[src/rtl/router_pkg.sv]
`timescale 1ns/1ps
package router_pkg;
  localparam int CFG_W = 8;

  typedef enum logic [1:0] {
    IRQ_OFF  = 2'b00,
    IRQ_TC   = 2'b01,
    IRQ_CTRL = 2'b10,
    IRQ_TEST = 2'b11
  } irqSel_e;

  localparam int IRQ_SRC_N = 3;

  typedef struct packed {
    irqSel_e irqSel;
    logic    rxEn;
    logic    txEn;
    logic    rxSrcB;
    logic    txSrcDtr;
  } cfgFields_t;

  localparam int FIELD_W = $bits(cfgFields_t);
  localparam int RSVD_W  = CFG_W - FIELD_W;

  typedef struct packed {
    logic                 loadCfg;
    logic                 txPass;
    logic                 rxPass;
    logic                 conflict;
    logic [IRQ_SRC_N-1:0] irqPick;
  } ctrlStrobes_t;
endpackage

[src/rtl/router_ctrl.sv]
`timescale 1ns/1ps
module router_ctrl
  import router_pkg::*;
(
  input  logic         cfgWrEn,
  input  cfgFields_t   cfg,
  input  logic         shareEn,
  output ctrlStrobes_t strobes
);
  logic clash;
  logic [IRQ_SRC_N-1:0] pick;

  // Both paths enabled and both parked on the channel A wait/request pin
  assign clash = cfg.txEn && cfg.rxEn && !cfg.txSrcDtr && !cfg.rxSrcB;

  // Source k is picked by select code k+1; terminal count (k=0) needs sharing
  for (genvar k = 0; k < IRQ_SRC_N; k++) begin : gPick
    localparam logic [1:0] CODE = 2'(k + 1);
    if (k == 0) begin : gTc
      assign pick[k] = (cfg.irqSel == irqSel_e'(CODE)) && shareEn;
    end else begin : gOther
      assign pick[k] = (cfg.irqSel == irqSel_e'(CODE));
    end
  end

  always_comb begin
    strobes          = '0;
    strobes.loadCfg  = cfgWrEn;
    strobes.conflict = clash;
    strobes.txPass   = cfg.txEn && !clash;
    strobes.rxPass   = cfg.rxEn && !clash;
    strobes.irqPick  = pick;
  end
endmodule

[src/rtl/router_datapath.sv]
`timescale 1ns/1ps
module router_datapath
  import router_pkg::*;
(
  input  logic               clk,
  input  logic               rst,
  input  ctrlStrobes_t       strobes,
  input  logic [CFG_W-1:0]   cfgWrData,
  input  logic               chAWaitReq,
  input  logic               chADtrReq,
  input  logic               chBWaitReq,
  input  logic               dmaTermCount,
  input  logic               ctrlIrq,
  input  logic               testMode,
  input  logic               shareEn,
  output cfgFields_t         cfg,
  output logic [CFG_W-1:0]   cfgRdData,
  output logic               txDmaReq,
  output logic               rxDmaReq,
  output logic               irqOut,
  output logic               irqOe
);
  cfgFields_t cfgReg;
  logic txPin, rxPin, irqActive;
  logic [IRQ_SRC_N-1:0] srcVec;

  always_ff @(posedge clk) begin
    if (rst)                  cfgReg <= '0;
    else if (strobes.loadCfg) cfgReg <= cfgFields_t'(cfgWrData[FIELD_W-1:0]);
  end

  assign cfg       = cfgReg;
  assign cfgRdData = {{RSVD_W{1'b0}}, cfgReg};

  assign txPin    = cfgReg.txSrcDtr ? chADtrReq : chAWaitReq;
  assign rxPin    = cfgReg.rxSrcB   ? chBWaitReq : chAWaitReq;
  assign txDmaReq = strobes.txPass && txPin;
  assign rxDmaReq = strobes.rxPass && rxPin;

  assign srcVec    = {testMode, ctrlIrq, dmaTermCount};
  assign irqActive = |(strobes.irqPick & srcVec);
  assign irqOut    = irqActive;
  assign irqOe     = shareEn ? irqActive : 1'b1;
endmodule

[src/rtl/dma_irq_router.sv]
`timescale 1ns/1ps
module dma_irq_router
  import router_pkg::*;
(
  input  logic             clk,
  input  logic             rst,
  input  logic             cfgWrEn,
  input  logic [CFG_W-1:0] cfgWrData,
  output logic [CFG_W-1:0] cfgRdData,
  input  logic             chAWaitReq,
  input  logic             chADtrReq,
  input  logic             chBWaitReq,
  input  logic             dmaTermCount,
  input  logic             ctrlIrq,
  input  logic             testMode,
  input  logic             shareEn,
  output logic             txDmaReq,
  output logic             rxDmaReq,
  output logic             irqOut,
  output logic             irqOe,
  output logic             srcConflict
);
  ctrlStrobes_t strobes;
  cfgFields_t   cfg;

  router_ctrl uCtrl (
    .cfgWrEn (cfgWrEn),
    .cfg     (cfg),
    .shareEn (shareEn),
    .strobes (strobes)
  );

  router_datapath uData (
    .clk          (clk),
    .rst          (rst),
    .strobes      (strobes),
    .cfgWrData    (cfgWrData),
    .chAWaitReq   (chAWaitReq),
    .chADtrReq    (chADtrReq),
    .chBWaitReq   (chBWaitReq),
    .dmaTermCount (dmaTermCount),
    .ctrlIrq      (ctrlIrq),
    .testMode     (testMode),
    .shareEn      (shareEn),
    .cfg          (cfg),
    .cfgRdData    (cfgRdData),
    .txDmaReq     (txDmaReq),
    .rxDmaReq     (rxDmaReq),
    .irqOut       (irqOut),
    .irqOe        (irqOe)
  );

  assign srcConflict = strobes.conflict;
endmodule

[config.mk]
export PLATFORM = sky130hd
export DESIGN_NAME = dma_irq_router
export DESIGN_NICKNAME = d
export VERILOG_FILES = /design/src/rtl/router_pkg.sv /design/src/rtl/router_ctrl.sv /design/src/rtl/router_datapath.sv /design/src/rtl/dma_irq_router.sv
export SDC_FILE = /design/constraint.sdc
export NUM_CORES = 1
export LEC_CHECK = 0
export ABC_CLOCK_PERIOD_IN_PS = 1100
export BUFFER_PORTS_ARGS = -buffer_cell sky130_fd_sc_hd__clkbuf_2
export CORE_AREA = 2 2 39 41
export CTS_CLUSTER_DIAMETER = 80
export DETAILED_ROUTE_END_ITERATION = 8
export DIE_AREA = 0 0 41 43
export GPL_TIMING_DRIVEN = 0
export PLACE_DENSITY = 0.7
export SKIP_CTS_REPAIR_TIMING = 1
export SYNTH_ARGS = -nofsm -noshare
export SYNTH_HDL_FRONTEND = slang
export SYNTH_HIERARCHICAL = 1
export SYNTH_SLANG_ARGS = --single-unit
[constraint.sdc]
create_clock -name clk -period 1.1 [get_ports clk]
set_input_delay 0.055 -clock clk [delete_from_list [all_inputs] [get_ports clk]]
set_output_delay 0.055 -clock clk [all_outputs]
set_load 0.05 [all_outputs]
==> out/results.tsv <==
stage	metric	value	unit
run_status	status	complete, but fails checks	
run_status	violations	negative setup slack	
layout	largest_reg_flops	6	
floorplan	row_count	14	
critical_path	end_kind	primary output	
synth	yosysSeqAreaShare	31.1	%
power_and_ir_drop	p_per_area	1090	nW/um^2
critical_path	cp-startpoint	uData/cfg[4]$_SDFFE_PP0P_	
global_route	grt.met1_usage	11.0	%
timing	setup_tns	-0.781	ns
global_route	met2_usage	14.4	%
place	postPlaceCellArea	544	sq um
timing	fin_crit_sh	131	%
synth	netlist_area	387	sq um
global_route	grt_pass1_wl	1160	microns
synth	yosys-top-cells-area	dfxtp_1, buf_4, mux2i_1	
clock_network	cts_tree	done	
timing	min_period	1.44	ns
critical_path	path_class	flop to primary output	
routing	routed_wl	877	microns
critical_path	cp_max_fo	5	
critical_path	critPathLaunchType	flop	
routing	drt_first_iter_violations	5	
global_route	grtUsageMet3	6.28	%
global_route	grt_pass1_vias	308	
layout	area_growth	64.7	%
synth	synth_top_area_share	31.1	%
floorplan	start_util	27.9	%
timing	finalMaxSlewViolations	0	
routing	via_per_inst	4.30	
floorplan	core_area	1380	sq um
synth	syn_inst	45	
synth	synth_top_cell_by_area	dfxtp_1	
layout	multiInputGateArea	205	sq um
global_route	antenna_found_initial	0	
clock_network	clk_pin_slew	0.05	ns
run	maxCapViolCount	0	
floorplan	dieArea	1760	sq um
timing	max_freq	0.696	GHz
layout	nets	94	
global_route	top_usage_layer	met2	
layout	regArea	133	sq um
synth	syn_avg_cell_area	8.59	sq um
critical_path	crit_arrival	1.38	ns
power_and_ir_drop	p_leak	0.346	nW
routing	drc	0	
clock_network	cts_sinks	6	
layout	n_fill_cell	145	
place	dpl.hpwl	643	microns
synth	ys_ff_latch	6	
clock_network	clk_latency	0.23	ns
routing	dr.pass1.iters	4	
floorplan	die_x	41	microns
min_path	min_from	cfgWrData[3]	
place	gp_congestion	0.607	
critical_path	timing.rr.start	uData/cfg[0]$_SDFFE_PP0P_	
timing	setup_viol	4	
clock_network	htreeDepth	1	
routing	vias	387	
timing	fin_skew	0	ns
floorplan	ios	31	
timing	rsz0062_at_grt	true	
synth	synthDistinctLibCells	13	
timing	hold_viol	0	
floorplan	die_height	43	microns
layout	final_area	637	sq um
routing	ant_nets	0	
global_route	grt_max_degree	7	
layout	antenna_cells	0	
clock_network	cts_inserted_buffers	3	
clock_network	cts-root-buf	clkbuf_4	
place	portBuffers	25	
timing	final.setup.worst_slack	-0.338	ns
critical_path	worstPathRequired	1.04	ns
routing	wl_per_cell	9.74	microns
layout	layout-drive-gt1-share	68.9	%
clock_network	clk_path_buf_depth	2	
global_route	grtUsageTotal	10.2	%
global_route	grt_overflow	0	
power_and_ir_drop	ir_drop	0.000562	V
min_path	hp-class	primary input to flop	
synth	yosys_warnings	6	
[cells in the final DEF, fill, tap and decap left out, drive strengths merged]
| master | instances |
|---|---|
| and3 | 1 |
| dfxtp | 6 |
| inv | 1 |
| clkbuf | 22 |
| and2 | 1 |
| a222oi | 1 |
| nor2 | 8 |
| nand2 | 2 |
| mux2i | 8 |
| buf | 17 |
| a21boi | 2 |
| nor2b | 3 |
| conb | 2 |
[area by class of cell]
type	instances	share of cell area (%)
multi-input combinational	28	32.2
timing repair buffer	26	27.9
sequential	6	20.8
buffer	10	11.8
clock buffer	3	3.54
tap	16	3.14
inverter	1	0.589
[per-layer routing]
| metal | up-vias | share of wire, % |
|---|---|---|
| met5 | - | 0 |
| met4 | 0 | 0 |
| met3 | 0 | 15 |
| met2 | 24 | 44 |
| met1 | 168 | 41 |
| li1 | 195 | - |
[metrics by stage]
stage          hold slack [ns]  util [%]  instances  setup slack (ns)  power (mW)
2_1_floorplan            0.120         -         46           -0.0659       0.415
3_3_place_gp             0.293      39.3         87            -0.119       0.467
3_5_place_dp             0.306      39.3         87            -0.125       0.470
4_1_cts                 0.0504      41.0         90            -0.392       0.679
5_1_grt                 0.0524      46.0         90            -0.444       0.743
6_report                0.0570      46.0         90            -0.338       0.694
[worst max-delay path, stage by stage, from the launching register on]
cell	delay, ns
dfxtp_2	0.33
and2_1	0.15
a222oi_1	0.37
nand2_2	0.12
buf_8	0.17
[Yosys cell counts, drive strengths merged]
| library cell | count |
|---|---|
| nor2b | 3 |
| mux2i | 8 |
| nor2 | 8 |
| a222oi | 1 |
| a21boi | 2 |
| and3 | 1 |
| nand2 | 2 |
| conb | 1 |
| buf | 11 |
| dfxtp | 6 |
| inv | 1 |
| and2 | 1 |
[where the power goes]
group	internal [mW]	switching [mW]
Combinational	0.104	0.143
Clock	0.123	0.0753
Sequential	0.232	0.0165
Total	0.459	0.235
[kinds of logic after synthesis]
logic type / share of synthesized area (%)
flops: 31.1
buf+inv: 22.3
simple gates: 18.5
compound gates: 6.47
other cells: 0.970
mux: 20.7
[path summary, 6_finish.rpt]
| check | end | slack (ns) | depth (start not counted) |
|---|---|---|---|
| max | irqOe | -0.34 | 4 |
| min | uData/cfg[3]$_SDFFE_PP0P_ | 0.06 | 3 |
| min reg2reg | uData/cfg[5]$_SDFFE_PP0P_ | 0.52 | 2 |
| max reg2reg | uData/cfg[0]$_SDFFE_PP0P_ | 0.46 | 2 |
Note: power is estimated with default switching activity, not from simulation.
